<file path="src/rtl/rfa_pkg.sv">
package rfa_pkg;
   typedef enum logic [1:0] {
      ST_IDLE = 2'd0,
      ST_DMA  = 2'd1,
      ST_LREQ = 2'd2,
      ST_STRB = 2'd3
   } rfa_state_e;
endpackage

</file>
<file path="src/rtl/rfa_pend.sv">
module rfa_pend (
   input  logic clk,
   input  logic rst_n,
   input  logic tick,
   input  logic tick_en,
   input  logic done,
   output logic pend
);
   always_ff @(posedge clk) begin
      if (!rst_n)               pend <= 1'b0;
      else if (done)            pend <= 1'b0;
      else if (tick && tick_en) pend <= 1'b1;
   end


   pend_src_chk: assert property (@(posedge clk) disable iff (!rst_n)
      $rose(pend) |-> $past(tick && tick_en));
endmodule

</file>
<file path="src/rtl/rfa_row.sv">
module rfa_row #(
   parameter int ROW_W = 8
) (
   input  logic             clk,
   input  logic             rst_n,
   input  logic             adv,
   output logic [ROW_W-1:0] row
);
   if (ROW_W < 1) begin : g_bad_w
      $error("rfa_row: ROW_W must be at least 1");
   end

   always_ff @(posedge clk) begin
      if (!rst_n)   row <= '0;
      else if (adv) row <= row + 1'b1;
   end


   row_step_chk: assert property (@(posedge clk) disable iff (!rst_n)
      !$stable(row) |-> (row == $past(row) + ROW_W'(1)));
endmodule

</file>
<file path="src/rtl/rfa_ctl.sv">
module rfa_ctl
   import rfa_pkg::*;
#(
   parameter int STRB_CLKS = 4
) (
   input  logic clk,
   input  logic rst_n,
   input  logic pend,
   input  logic tick_en,
   input  logic isa_en,
   input  logic dma_req,
   input  logic hold_ack,
   input  logic link_ack,
   input  logic mst_busy,
   output logic link_req,
   output logic hid_strb,
   output logic dma_gnt,
   output logic bus_free,
   output logic done
);
   localparam int CNT_W = (STRB_CLKS > 1) ? $clog2(STRB_CLKS) : 1;

   if (STRB_CLKS < 1) begin : g_bad_len
      $error("rfa_ctl: STRB_CLKS must be at least 1");
   end

   rfa_state_e st, st_nx;
   logic       last;

   if (STRB_CLKS == 1) begin : g_single
      assign last = 1'b1;
   end else begin : g_count
      logic [CNT_W-1:0] cnt;
      always_ff @(posedge clk) begin
         if (!rst_n)              cnt <= '0;
         else if (st == ST_STRB)  cnt <= cnt + 1'b1;
         else                     cnt <= '0;
      end
      assign last = (cnt == CNT_W'(STRB_CLKS - 1));


      strb_len_chk: assert property (@(posedge clk) disable iff (!rst_n)
         $fell(hid_strb) |-> ($past(cnt) == CNT_W'(STRB_CLKS - 1)));
   end

   always_comb begin
      st_nx = st;
      unique case (st)
         ST_IDLE: begin
            if (dma_req)                             st_nx = ST_DMA;
            else if (pend && tick_en && !mst_busy)   st_nx = ST_LREQ;
         end
         ST_DMA:  if (!dma_req) st_nx = ST_IDLE;
         ST_LREQ: if (link_ack) st_nx = isa_en ? ST_STRB : ST_IDLE;
         ST_STRB: if (last)     st_nx = ST_IDLE;
         default: st_nx = ST_IDLE;
      endcase
   end

   always_ff @(posedge clk) begin
      if (!rst_n) st <= ST_IDLE;
      else        st <= st_nx;
   end

   assign link_req = (st == ST_LREQ);
   assign hid_strb = (st == ST_STRB);
   assign dma_gnt  = (st == ST_DMA) && hold_ack;
   assign bus_free = (st == ST_IDLE) || (st == ST_DMA);
   assign done     = ((st == ST_LREQ) && link_ack && !isa_en) ||
                     ((st == ST_STRB) && last);


   link_hold_chk: assert property (@(posedge clk) disable iff (!rst_n)
      $fell(link_req) |-> $past(link_ack));


   gnt_excl_chk: assert property (@(posedge clk) disable iff (!rst_n)
      dma_gnt |-> (!hid_strb && !link_req));
endmodule

</file>
<file path="src/rtl/rfsh_dma_arb.sv">
module rfsh_dma_arb #(
   parameter int ROW_W     = 8,
   parameter int STRB_CLKS = 4,
   parameter int HI_W      = 4
) (
   input  logic             clk,
   input  logic             rst_n,
   input  logic             cfg_tick_en,
   input  logic             cfg_isa_en,
   input  logic             tmr_tick,
   input  logic             dma_req,
   input  logic             hold_ack,
   output logic             dma_gnt,
   output logic             link_req,
   input  logic             link_ack,
   input  logic             ext_rfsh_n,
   output logic             loc_rfsh_n,
   input  logic             bus_memr_n,
   input  logic [HI_W-1:0]  addr_hi,
   output logic             memr_n,
   output logic             smemr_n,
   output logic [ROW_W-1:0] sa_out,
   output logic             sa_oe
);
   if (HI_W < 1) begin : g_bad_hi
      $error("rfsh_dma_arb: HI_W must be at least 1");
   end

   logic             pend, done, hid_strb, bus_free;
   logic             mst_act, mst_q, rfsh, adv;
   logic [ROW_W-1:0] row;

   assign mst_act = !ext_rfsh_n && bus_free;

   always_ff @(posedge clk) begin
      if (!rst_n) mst_q <= 1'b0;
      else        mst_q <= mst_act;
   end

   assign adv = done || (mst_q && !mst_act);

   rfa_pend u_pend (
      .clk     (clk),
      .rst_n   (rst_n),
      .tick    (tmr_tick),
      .tick_en (cfg_tick_en),
      .done    (done),
      .pend    (pend)
   );

   rfa_row #(.ROW_W(ROW_W)) u_row (
      .clk   (clk),
      .rst_n (rst_n),
      .adv   (adv),
      .row   (row)
   );

   rfa_ctl #(.STRB_CLKS(STRB_CLKS)) u_ctl (
      .clk      (clk),
      .rst_n    (rst_n),
      .pend     (pend),
      .tick_en  (cfg_tick_en),
      .isa_en   (cfg_isa_en),
      .dma_req  (dma_req),
      .hold_ack (hold_ack),
      .link_ack (link_ack),
      .mst_busy (!ext_rfsh_n),
      .link_req (link_req),
      .hid_strb (hid_strb),
      .dma_gnt  (dma_gnt),
      .bus_free (bus_free),
      .done     (done)
   );

   assign rfsh       = hid_strb || mst_act;
   assign sa_oe      = rfsh;
   assign sa_out     = rfsh ? row : '0;
   assign memr_n     = rfsh ? 1'b0 : bus_memr_n;
   assign smemr_n    = rfsh ? 1'b0 : (bus_memr_n || (|addr_hi));
   assign loc_rfsh_n = !mst_act;


   smem_dec_chk: assert property (@(posedge clk) disable iff (!rst_n)
      (!smemr_n && !sa_oe) |-> ((addr_hi == '0) && !memr_n));


   mst_lout_chk: assert property (@(posedge clk) disable iff (!rst_n)
      !loc_rfsh_n |-> (!memr_n && !smemr_n && sa_oe && !link_req));


   rfsh_both_chk: assert property (@(posedge clk) disable iff (!rst_n)
      sa_oe |-> (!memr_n && !smemr_n));
endmodule

</file>
<file path="config.mk">
export PLATFORM = sky130hd
export DESIGN_NAME = rfsh_dma_arb
export DESIGN_NICKNAME = d
export VERILOG_FILES = /design/src/rtl/rfa_pkg.sv /design/src/rtl/rfa_pend.sv /design/src/rtl/rfa_row.sv /design/src/rtl/rfa_ctl.sv /design/src/rtl/rfsh_dma_arb.sv
export SDC_FILE = /design/constraint.sdc
export NUM_CORES = 1
export LEC_CHECK = 0
export BUFFER_PORTS_ARGS = -buffer_cell sky130_fd_sc_hd__buf_2
export CAP_MARGIN = 10
export CORE_MARGIN = 8
export CORE_UTILIZATION = 35
export DETAILED_ROUTE_END_ITERATION = 6
export GPL_TIMING_DRIVEN = 1
export SLEW_MARGIN = 20
export SYNTH_ARGS = -nofsm -noshare
export SYNTH_HDL_FRONTEND = slang
export SYNTH_SLANG_ARGS = --single-unit
</file>
<file path="constraint.sdc">
create_clock -name clk -period 2.1 [get_ports clk]
set_input_delay 0.105 -clock clk [delete_from_list [all_inputs] [get_ports clk]]
set_output_delay 0.105 -clock clk [all_outputs]
set_load 0.1 [all_outputs]
</file>
==> results.yml, run 1 <==
finish:
  final_nets: 136
  final_common_cell: "sky130_fd_sc_hd__buf_2"
  num_antenna_cells: 0
  layout_common_cells: "sky130_fd_sc_hd__buf_2, sky130_fd_sc_hd__dfxtp_1, sky130_fd_sc_hd__nor2_1, sky130_fd_sc_hd__buf_12"
  summed_area_of_non_filler_cells_in_the_final_layout_mm2: 0.001131
  drive_gt1_share_pct: 41.18
  layout.core_utilization_pct: 52.13
  layout-area-overhead-vs-synth_pct: 43.04
cts:
  cts.path.max_buffers: 2
  cts.sink_count: 14
  clkSlewWorstSetupHoldPaths_ns: 0.09
  clk_latency_ns: 0.28
  cts_buffers: 3
  tritoncts_clock_tree: "done"
  number_of_h_tree_levels: 1
  clk_root_buffer_cell: "sky130_fd_sc_hd__clkbuf_4"
  post-cts-setup-buffers: 0
placed_design:
  place_ws_ns: 0.3630
  gp_congestion: 0.7476
  io_buffers: 27
  post-dp-hpwl_mm: 1.500
  dpl-instance-area_mm2: 0.001094
power_and_ir_drop:
  power-per-cell-area_mw_per_mm2: 525.4
  cellLeakagePower_nw: 0.4481
  ir_drop_uv: 354.1
logic_synthesis:
  post_synth_instance_area_um2: 790.8
  yosysSeqAreaShare_pct: 35.44
  yosys-top-cells-area: "sky130_fd_sc_hd__dfxtp_1, sky130_fd_sc_hd__and2_1, sky130_fd_sc_hd__nor2_1, sky130_fd_sc_hd__a21oi_1, sky130_fd_sc_hd__buf_6"
  syn_inst: 92
  async_flop_share_pct: 0
  ys_seq_elements: 14
  synth-edff-count: 0
  synthDominantCellAreaShare_pct: 35.44
  yosys_warnings: 0
  synth_flop_cell: "sky130_fd_sc_hd__dfxtp_1"
  yosys.cell_types.count: 34
  yosys.area.top_type: "sky130_fd_sc_hd__dfxtp_1"
  syn_nets: 108
  syn_area_per_cell_um2: 8.595
global_route:
  grt.total_usage_pct: 9.618
  use_met1_pct: 11.01
  global_route.usage.met2_pct: 15.59
  global_route.usage.met3_pct: 3.004
  antenna_found_initial: 0
  busiest_layer: "met2"
  largest_net_degree_at_the_start_of_global_routing: 12
  sum_of_overflow_across_all_layers_after_global_routing: 0
  grt_pass1_wl_mm: 3.284
  grt_pass1_vias: 743
floorplan:
  coreArea_mm2: 0.002170
  initial_core_util_pct: 36.45
  fp.dieH_um: 63.53
  die_width_um: 63.53
  die_outline_area_mm2: 0.004036
  fp-row-count: 17
  top_level_pins: 28
route:
  final_antenna_violating_net_count: 0
  detail_route.drc_violations: 0
  routed_wl_mm: 1.807
  vias_after_detailed_routing: 716
  drt_pass1_iterations: 5
  average_wire_per_cell_in_the_routed_design_um: 12.29
  first_iter_violations: 6
  drt-vias-per-instance: 4.871
timing:
  setup_repair_after_global_routing_missed_its_margin: "no"
  worst-slew-pin-transition_ns: 0.4925
  final.setup.tns_ns: 0
  post-route-min-period_ns: 1.863
  setup_violations: 0
  timing.final.crit_share_pct: 88.71
  final-max-slew-violation-count: 0
  final.setup.worst_slack_ns: 0.2371
  final-hold-violation-count: 0
  worst_slew_margin_relative_to_its_limit_pct: 67.39
  timing.fmax_mhz: 536.8
  skew_ns: 0.003837
worst_setup_path:
  timing.critical_path.slowest_stage_cell: "sky130_fd_sc_hd__dfxtp_2"
  crit_arrival_ns: 1.76
  cp_slowest_stage_delay_ns: 0.50
  worst_ep_required_time_ns: 2.00
  critical_path.startpoint_type: "flip-flop"
  critical-path-top-delay-family: "buffers and inverters"
  cp_cell_sequence: "inv_2 -> nor2_4 -> a21oi_1 -> buf_4 -> a21oi_4 -> buf_2"
  critPathBufInv: 3
  crit_fanout: 11
  element_type_at_the_critical_path_end: "primary output"
  timing.setup.critical_path_class: "flip-flop to primary output"
min_path:
  holdCritPathClass: "input pin to flip-flop"
status:
  status: "finished, final reports clean"
job:
  cap_viol_max_count: 0
-- routing by layer --
| layer | vias to the layer above | wire [um] |
|---|---|---|
| li1 | 374 | - |
| met1 | 316 | 795 |
| met2 | 24 | 846 |
| met3 | 2 | 149 |
| met4 | 0 | 16 |
| met5 | - | 0 |
-- sequential cells by signal, summed over array words and instances (netlist names) --
| signal | flops |
|---|---|
| mst_q | 1 |
| u_ctl.g_count.cnt | 2 |
| u_ctl.st | 2 |
| u_pend.pend | 1 |
| u_row.row | 8 |
-- metrics by stage --
stage | std cells | hold slack, ns | power (mW)
after floorplan | 92 | 0.2439 | 0.3752
after CTS | 147 | 0.09791 | 0.5996
after global routing | 147 | 0.1384 | 0.6182
after detailed placement | 143 | 0.4018 | 0.4061
final | 147 | 0.09869 | 0.5942
after global placement | 143 | 0.3933 | 0.4042
-- kinds of logic (layout without fill, tap and decap cells) --
logic type,Yosys count,count (layout),synth area share [%]
XOR/XNOR,3,3,3.323
adder cells (fa/ha/maj),2,2,3.164
AO/OA/AOI/OAI,16,16,12.66
multiplexers,2,2,2.690
AND/OR/NAND/NOR,46,46,35.61
buffers and inverters,9,36,7.120
flip-flops,14,14,35.44
-- timing repair --
item	in CTS	in global routing
gates resized for setup	0	1
hold endpoints to repair	0	0
setup endpoints to repair	0	2
hold buffers	0	0
-- synth_stat cells (2+ instances only) --
| cell type | number |
|---|---|
| sky130_fd_sc_hd__xnor2_1 | 3 |
| sky130_fd_sc_hd__nor2_1 | 10 |
| sky130_fd_sc_hd__nand3_1 | 4 |
| sky130_fd_sc_hd__clkbuf_1 | 2 |
| sky130_fd_sc_hd__inv_1 | 3 |
| sky130_fd_sc_hd__dfxtp_1 | 14 |
| sky130_fd_sc_hd__o31ai_1 | 2 |
| sky130_fd_sc_hd__buf_6 | 3 |
| sky130_fd_sc_hd__nand2b_1 | 2 |
| sky130_fd_sc_hd__or4_1 | 2 |
| sky130_fd_sc_hd__and2_1 | 8 |
| sky130_fd_sc_hd__nand2_1 | 8 |
| sky130_fd_sc_hd__nor3_1 | 2 |
| sky130_fd_sc_hd__a21oi_1 | 7 |
| sky130_fd_sc_hd__a31oi_1 | 2 |
| sky130_fd_sc_hd__ha_1 | 2 |
-- report_power, final --
part | switching (mW) | internal (mW)
clock network | 0.0898 | 0.105
logic | 0.0814 | 0.0384
registers | 0.00820 | 0.271
total | 0.179 | 0.415
-- cell type report --
type / count / area, um2
multi-input combinational: 69 / 485.5
clock buffer: 4 / 36.28
fill: 208 / 1039
tap: 28 / 35.03
timing repair buffer: 28 / 277.8
sequential: 14 / 281.5
inverter: 4 / 15.01
-- worst paths after layout --
kind | start | to | slack (ns) | cells past startpoint
worst max-delay path | u_ctl.st[1] | smemr_n | 0.24 | 6
worst min-delay path | rst_n | u_row.row[6] | 0.1 | 3
worst max register to register | u_ctl.st[0] | u_row.row[5] | 0.44 | 4
worst min register to register | u_ctl.g_count.cnt[0] | u_ctl.g_count.cnt[0] | 0.42 | 1
-- worst reg2reg max path, delay by kind of cell (launching register included) --
family / cells / cell delay, ns
flops: 1 / 0.57
compound gates: 1 / 0.15
simple gates: 3 / 0.88
(Power assumes the default switching activity.)
==> inputs of run 2 (changes only) <==
--- a/config.mk
+++ b/config.mk
@@ -5,12 +5,13 @@
 export SDC_FILE = /design/constraint.sdc
 export NUM_CORES = 1
 export LEC_CHECK = 0
-export BUFFER_PORTS_ARGS = -buffer_cell sky130_fd_sc_hd__buf_2
+export BUFFER_PORTS_ARGS = -buffer_cell sky130_fd_sc_hd__clkbuf_2
 export CAP_MARGIN = 10
 export CORE_MARGIN = 8
 export CORE_UTILIZATION = 35
 export DETAILED_ROUTE_END_ITERATION = 6
 export GPL_TIMING_DRIVEN = 1
+export RECOVER_POWER = 100
 export SLEW_MARGIN = 20
 export SYNTH_ARGS = -nofsm -noshare
 export SYNTH_HDL_FRONTEND = slang
==> results.yml, run 2 (synthesis results as in run 1) <==
finish:
  largest_register_ff_count: 8
  layout_common_cells: "sky130_fd_sc_hd__clkbuf_2, sky130_fd_sc_hd__dfxtp_1, sky130_fd_sc_hd__nor2_1"
  layout-area-overhead-vs-synth_pct: 31.65
  stdcell_count: 147
  drive_gt1_share_pct: 36.97
  largestRegisters: "u_row.row x8, u_ctl.g_count.cnt x2, u_ctl.st x2"
  registers.top_by_ff_count: "u_row.row"
  final_nets: 136
  num_antenna_cells: 0
  layout.area.seq_um2: 280.3
  layout.core_utilization_pct: 47.98
  final_common_cell: "sky130_fd_sc_hd__clkbuf_2"
  n_fill_cell: 223
  multi_input_comb_area_um2: 461.7
global_route:
  antenna_found_initial: 0
  grt_pass1_wl_mm: 3.325
  largest_net_degree_at_the_start_of_global_routing: 12
  grt_pass1_vias: 760
  sum_of_overflow_across_all_layers_after_global_routing: 0
  grt.total_usage_pct: 10.00
floorplan:
  die_width_um: 63.53
  fp.dieH_um: 63.53
  top_level_pins: 28
  fp-row-count: 17
  initial_core_util_pct: 36.45
  die_outline_area_mm2: 0.004036
  coreArea_mm2: 0.002170
worst_setup_path:
  critPathBufInv: 3
  critical-path-top-delay-family: "buffers and inverters"
  worst_ep_required_time_ns: 2.00
  element_type_at_the_critical_path_end: "primary output"
  critical_path.startpoint_type: "flip-flop"
  cp_slowest_stage_delay_ns: 0.60
  crit_arrival_ns: 1.83
  timing.critical_path.slowest_stage_cell: "sky130_fd_sc_hd__dfxtp_1"
  critical_path.most_common_cell: "sky130_fd_sc_hd__buf_4"
  cp_cell_sequence: "inv_1 -> nor2_4 -> a21oi_1 -> buf_4 -> a21oi_4 -> buf_4"
  timing.setup.critical_path_class: "flip-flop to primary output"
  crit_fanout: 11
timing:
  post-route-min-period_ns: 1.939
  setup_violations: 0
  timing.final.crit_share_pct: 92.34
  setup_repair_after_global_routing_missed_its_margin: "no"
  skew_ns: 0.0008498
  final-hold-violation-count: 0
  worst_hold_slack_ns: 0.09277
  final-max-slew-violation-count: 0
  worst_slew_margin_relative_to_its_limit_pct: 63.69
  timing.fmax_mhz: 515.7
  worst-slew-pin-transition_ns: 0.5470
route:
  first_iter_violations: 21
  detail_route.drc_violations: 0
  vias_after_detailed_routing: 748
  drt-vias-per-instance: 5.088
  final_antenna_violating_net_count: 0
  drt_pass1_iterations: 4
  routed_wl_mm: 2.001
  average_wire_per_cell_in_the_routed_design_um: 13.61
min_path:
  holdCritPathClass: "input pin to flip-flop"
cts:
  cts.path.max_buffers: 2
  cts.sink_count: 14
  tritoncts_clock_tree: "done"
  clk_latency_ns: 0.28
  clk_root_buffer_cell: "sky130_fd_sc_hd__clkbuf_4"
  number_of_h_tree_levels: 1
  cts_hold_buf: 0
  cts_buffers: 3
  post-cts-setup-buffers: 0
  clkSlewWorstSetupHoldPaths_ns: 0.09
  cts_resized: 0
power_and_ir_drop:
  cellLeakagePower_nw: 0.4265
  totalPowerFinal_mw: 0.5950
  power-per-cell-area_mw_per_mm2: 571.5
  ir_drop_uv: 365.1
placed_design:
  post-dp-hpwl_mm: 1.548
  placed_cells: 143
  gp_congestion: 0.7364
  io_buffers: 27
job:
  cap_viol_max_count: 0
status:
  status: "finished, final reports clean"
run 2: changes by cell type in the layout (fill, tap and decap cells not counted), sizes merged:
cell    change
clkbuf     +16
buf        -16
run 2: cell type report:
class / count / share of cell area, %
clock buffers: 4 / 3.486
flip-flops and latches: 14 / 26.92
repair buffers: 28 / 20.43
multi-input cells: 69 / 44.35
inverters: 4 / 1.442
well taps: 28 / 3.365
run 2: stage by stage:
stage / setup TNS (ns) / cell area, um2 / setup slack [ns]
after global routing: 0 / 1041 / 0.03784
after detailed placement: 0 / 1099 / 0.3676
after CTS: 0 / 1135 / 0.1650
final: 0 / 1041 / 0.1609
after global placement: 0 / 1099 / 0.4354
after floorplan: -0.1412 / 832.0 / -0.07076
run 2: report_power, final:
group,leakage (nW),internal [mW],switching (mW)
clock network,0.0210,0.106,0.0929
registers,0.114,0.271,0.00811
logic,0.292,0.0355,0.0820
total,0.427,0.412,0.183
run 2: path summary, 6_finish.rpt:
check / slack, ns / endpoint / cells after the start / start
min reg2reg: 0.43 / u_ctl.g_count.cnt[0] / 1 / u_ctl.g_count.cnt[0]
max reg2reg: 0.21 / u_row.row[5] / 4 / u_ctl.st[1]
min: 0.09 / u_ctl.st[0] / 3 / dma_req
max: 0.16 / smemr_n / 6 / u_ctl.st[1]
run 2: metal layers:
layer  global-route usage (%)  routed length (um)
met3                    4.417                 163
met2                    16.86                 984
met1                    9.869                 824
met4                    6.128                  29
met5                        0                   0
run 2: worst min-delay path: cells and delay by family:
kind,cells,cell delay (ns)
buffers and inverters,1,0.09
and+or+nand+nor,1,0.08
AOI/OAI and AO/OA,1,0.05
==> inputs of run 3 (changes only) <==
--- a/config.mk
+++ b/config.mk
@@ -15,4 +15,5 @@
 export SLEW_MARGIN = 20
 export SYNTH_ARGS = -nofsm -noshare
 export SYNTH_HDL_FRONTEND = slang
+export SYNTH_HIERARCHICAL = 1
 export SYNTH_SLANG_ARGS = --single-unit
==> results.yml, run 3 <==
logic_synthesis:
  async_flop_share_pct: 0
  ys_seq_elements: 14
  synth.top_cells.by_count: "sky130_fd_sc_hd__dfxtp_1, sky130_fd_sc_hd__o21a_1, sky130_fd_sc_hd__nand2_1, sky130_fd_sc_hd__and2_1, sky130_fd_sc_hd__nor2_1"
  synth_flop_cell: "sky130_fd_sc_hd__dfxtp_1"
  synthDominantCellAreaShare_pct: 36.54
  post_synth_instance_area_um2: 767.0
  yosys.cell_count.top_type: "sky130_fd_sc_hd__dfxtp_1"
  yosys.area.top_type: "sky130_fd_sc_hd__dfxtp_1"
  yosys.cell_types.count: 34
  yosys-top-cells-area: "sky130_fd_sc_hd__dfxtp_1, sky130_fd_sc_hd__o21a_1, sky130_fd_sc_hd__nand2_1, sky130_fd_sc_hd__xnor2_1, sky130_fd_sc_hd__and2_1"
  syn_inst: 85
  yosysSeqAreaShare_pct: 36.54
  yosys_warnings: 6
  syn_area_per_cell_um2: 9.023
  syn_nets: 101
  synth-edff-count: 0
route:
  routed_wl_mm: 1.735
  average_wire_per_cell_in_the_routed_design_um: 12.39
  drt-vias-per-instance: 4.843
  detail_route.drc_violations: 0
  final_antenna_violating_net_count: 0
  drt_pass1_iterations: 3
  vias_after_detailed_routing: 678
  first_iter_violations: 15
floorplan:
  fp.dieH_um: 62.81
  top_level_pins: 28
  coreArea_mm2: 0.002148
  initial_core_util_pct: 35.70
  fp-row-count: 17
  die_width_um: 62.81
  die_outline_area_mm2: 0.003945
placed_design:
  placed_cells: 137
  dpl-instance-area_um2: 920.9
  gp_congestion: 0.7693
  post-dp-hpwl_mm: 1.349
  io_buffers: 27
worst_setup_path:
  critical-path-top-delay-family: "simple AND/OR/NAND/NOR gates"
  cp_cell_sequence: "or3b_1 -> a21oi_1 -> a21o_1 -> nand4_2 -> or3_1 -> a21boi_1"
  critical_path.startpoint_type: "flip-flop"
  timing.setup.critical_path_class: "flip-flop to flip-flop"
  crit_fanout: 7
  reg2reg_setup_slack_ns: 0.22
  timing.critical_path.slowest_stage_cell: "sky130_fd_sc_hd__or3b_1"
  worst_ep_required_time_ns: 2.31
  critPathBufInv: 0
  element_type_at_the_critical_path_end: "flip-flop"
  crit_arrival_ns: 2.09
  cp_slowest_stage_delay_ns: 0.40
min_path:
  holdCritPathClass: "input pin to flip-flop"
finish:
  num_antenna_cells: 0
  layout.core_utilization_pct: 43.45
  multi_input_comb_area_um2: 445.4
  summed_area_of_non_filler_cells_in_the_final_layout_um2: 933.4
  stdcell_count: 140
  final_nets: 130
  drive_gt1_share_pct: 33.93
  layout-area-overhead-vs-synth_pct: 21.70
  final_common_cell: "sky130_fd_sc_hd__clkbuf_2"
  largestRegisters: "u_row/row x8, u_ctl/g_count.cnt x2, u_ctl/st x2"
  layout.area.seq_um2: 280.3
  n_fill_cell: 225
  layout_common_cells: "sky130_fd_sc_hd__clkbuf_2, sky130_fd_sc_hd__dfxtp_1, sky130_fd_sc_hd__o21a_1"
  registers.top_by_ff_count: "u_row/row"
  largest_register_ff_count: 8
power_and_ir_drop:
  cellLeakagePower_nw: 0.4416
  ir_drop_uv: 265.0
  power-per-cell-area_mw_per_mm2: 560.9
global_route:
  sum_of_overflow_across_all_layers_after_global_routing: 0
  antenna_found_initial: 0
  grt_pass1_vias: 704
  largest_net_degree_at_the_start_of_global_routing: 17
  grt.total_usage_pct: 9.224
  grt_pass1_wl_mm: 3.091
timing:
  skew_ns: 0.003506
  timing.fmax_mhz: 531.9
  timing.final.crit_share_pct: 89.53
  final-max-slew-violation-count: 0
  final.setup.tns_ns: 0
  post-route-min-period_ns: 1.880
  worst_slew_margin_relative_to_its_limit_pct: 63.79
  final-hold-violation-count: 0
  setup_repair_after_global_routing_missed_its_margin: "no"
  worst-slew-pin-transition_ns: 0.5455
  setup_violations: 0
cts:
  cts.path.max_buffers: 2
  tritoncts_clock_tree: "done"
  cts_hold_buf: 0
  number_of_h_tree_levels: 1
  clk_root_buffer_cell: "sky130_fd_sc_hd__clkbuf_4"
  cts_resized: 0
  cts_buffers: 3
  cts.sink_count: 14
  post-cts-setup-buffers: 0
  clk_latency_ns: 0.27
  clkSlewWorstSetupHoldPaths_ns: 0.08
status:
  status: "finished, final reports clean"
job:
  cap_viol_max_count: 0
## run 3: per-stage QoR
stage,worst slack (ns),power (mW),hold slack [ns]
finish,0.2200,0.5235,0.08003
global route,0.04812,0.5512,0.07465
CTS,0.1812,0.5323,0.07769
detailed placement,0.2077,0.3881,0.3699
global placement,0.2589,0.3873,0.3610
floorplan,0.04487,0.3629,0.2188
## run 3: final timing paths
path                   startpoint              endpoint  cells past startpoint
max                   u_ctl/st[0]          u_row/row[5]                      6
min                   cfg_tick_en           u_ctl/st[1]                      3
max reg2reg           u_ctl/st[0]          u_row/row[5]                      6
min reg2reg  u_ctl/g_count.cnt[0]  u_ctl/g_count.cnt[0]                      1
## run 3: final cells by class
class                           count  area share (%)
Clock buffer                        3           2.413
Inverter                            4           1.609
Multi-Input combinational cell     64           47.72
Sequential cell                    14           30.03
Tap cell                           28           3.753
Timing Repair Buffer               27           14.48
## run 3: per-layer routing
| metal | vias to the layer above | GRT usage, % | share of wire (%) | routed length, um |
|---|---|---|---|---|
| met5 | - | 0 | 0 | 0 |
| met3 | 0 | 3.763 | 7.3 | 127 |
| met4 | 0 | 3.419 | 0 | 0 |
| met2 | 23 | 13.84 | 41 | 712 |
| met1 | 305 | 11.45 | 52 | 895 |
| li1 | 350 | - | - | - |
## run 3: cell families after synthesis
| logic type | share of synthesized area [%] |
|---|---|
| flip-flops | 36.54 |
| adder cells (fa/ha/maj) | 3.262 |
| AND/OR/NAND/NOR | 30.50 |
| AO/OA/AOI/OAI | 17.45 |
| multiplexers | 2.610 |
| buffers and inverters | 5.056 |
| XOR/XNOR | 4.569 |
## run 3: worst register-to-register path, delay by kind of cell, from the launching register on
kind | cells | cell delay, ns
DFF | 1 | 0.36
AOI/OAI and AO/OA | 3 | 0.57
and+or+nand+nor | 3 | 0.88
## run 3: report_power, final
part           total, mW  internal (mW)  switching [mW]
Clock              0.144         0.0663          0.0776
Combinational      0.104         0.0280          0.0759
Sequential         0.276          0.271         0.00512
Total              0.524          0.365           0.159
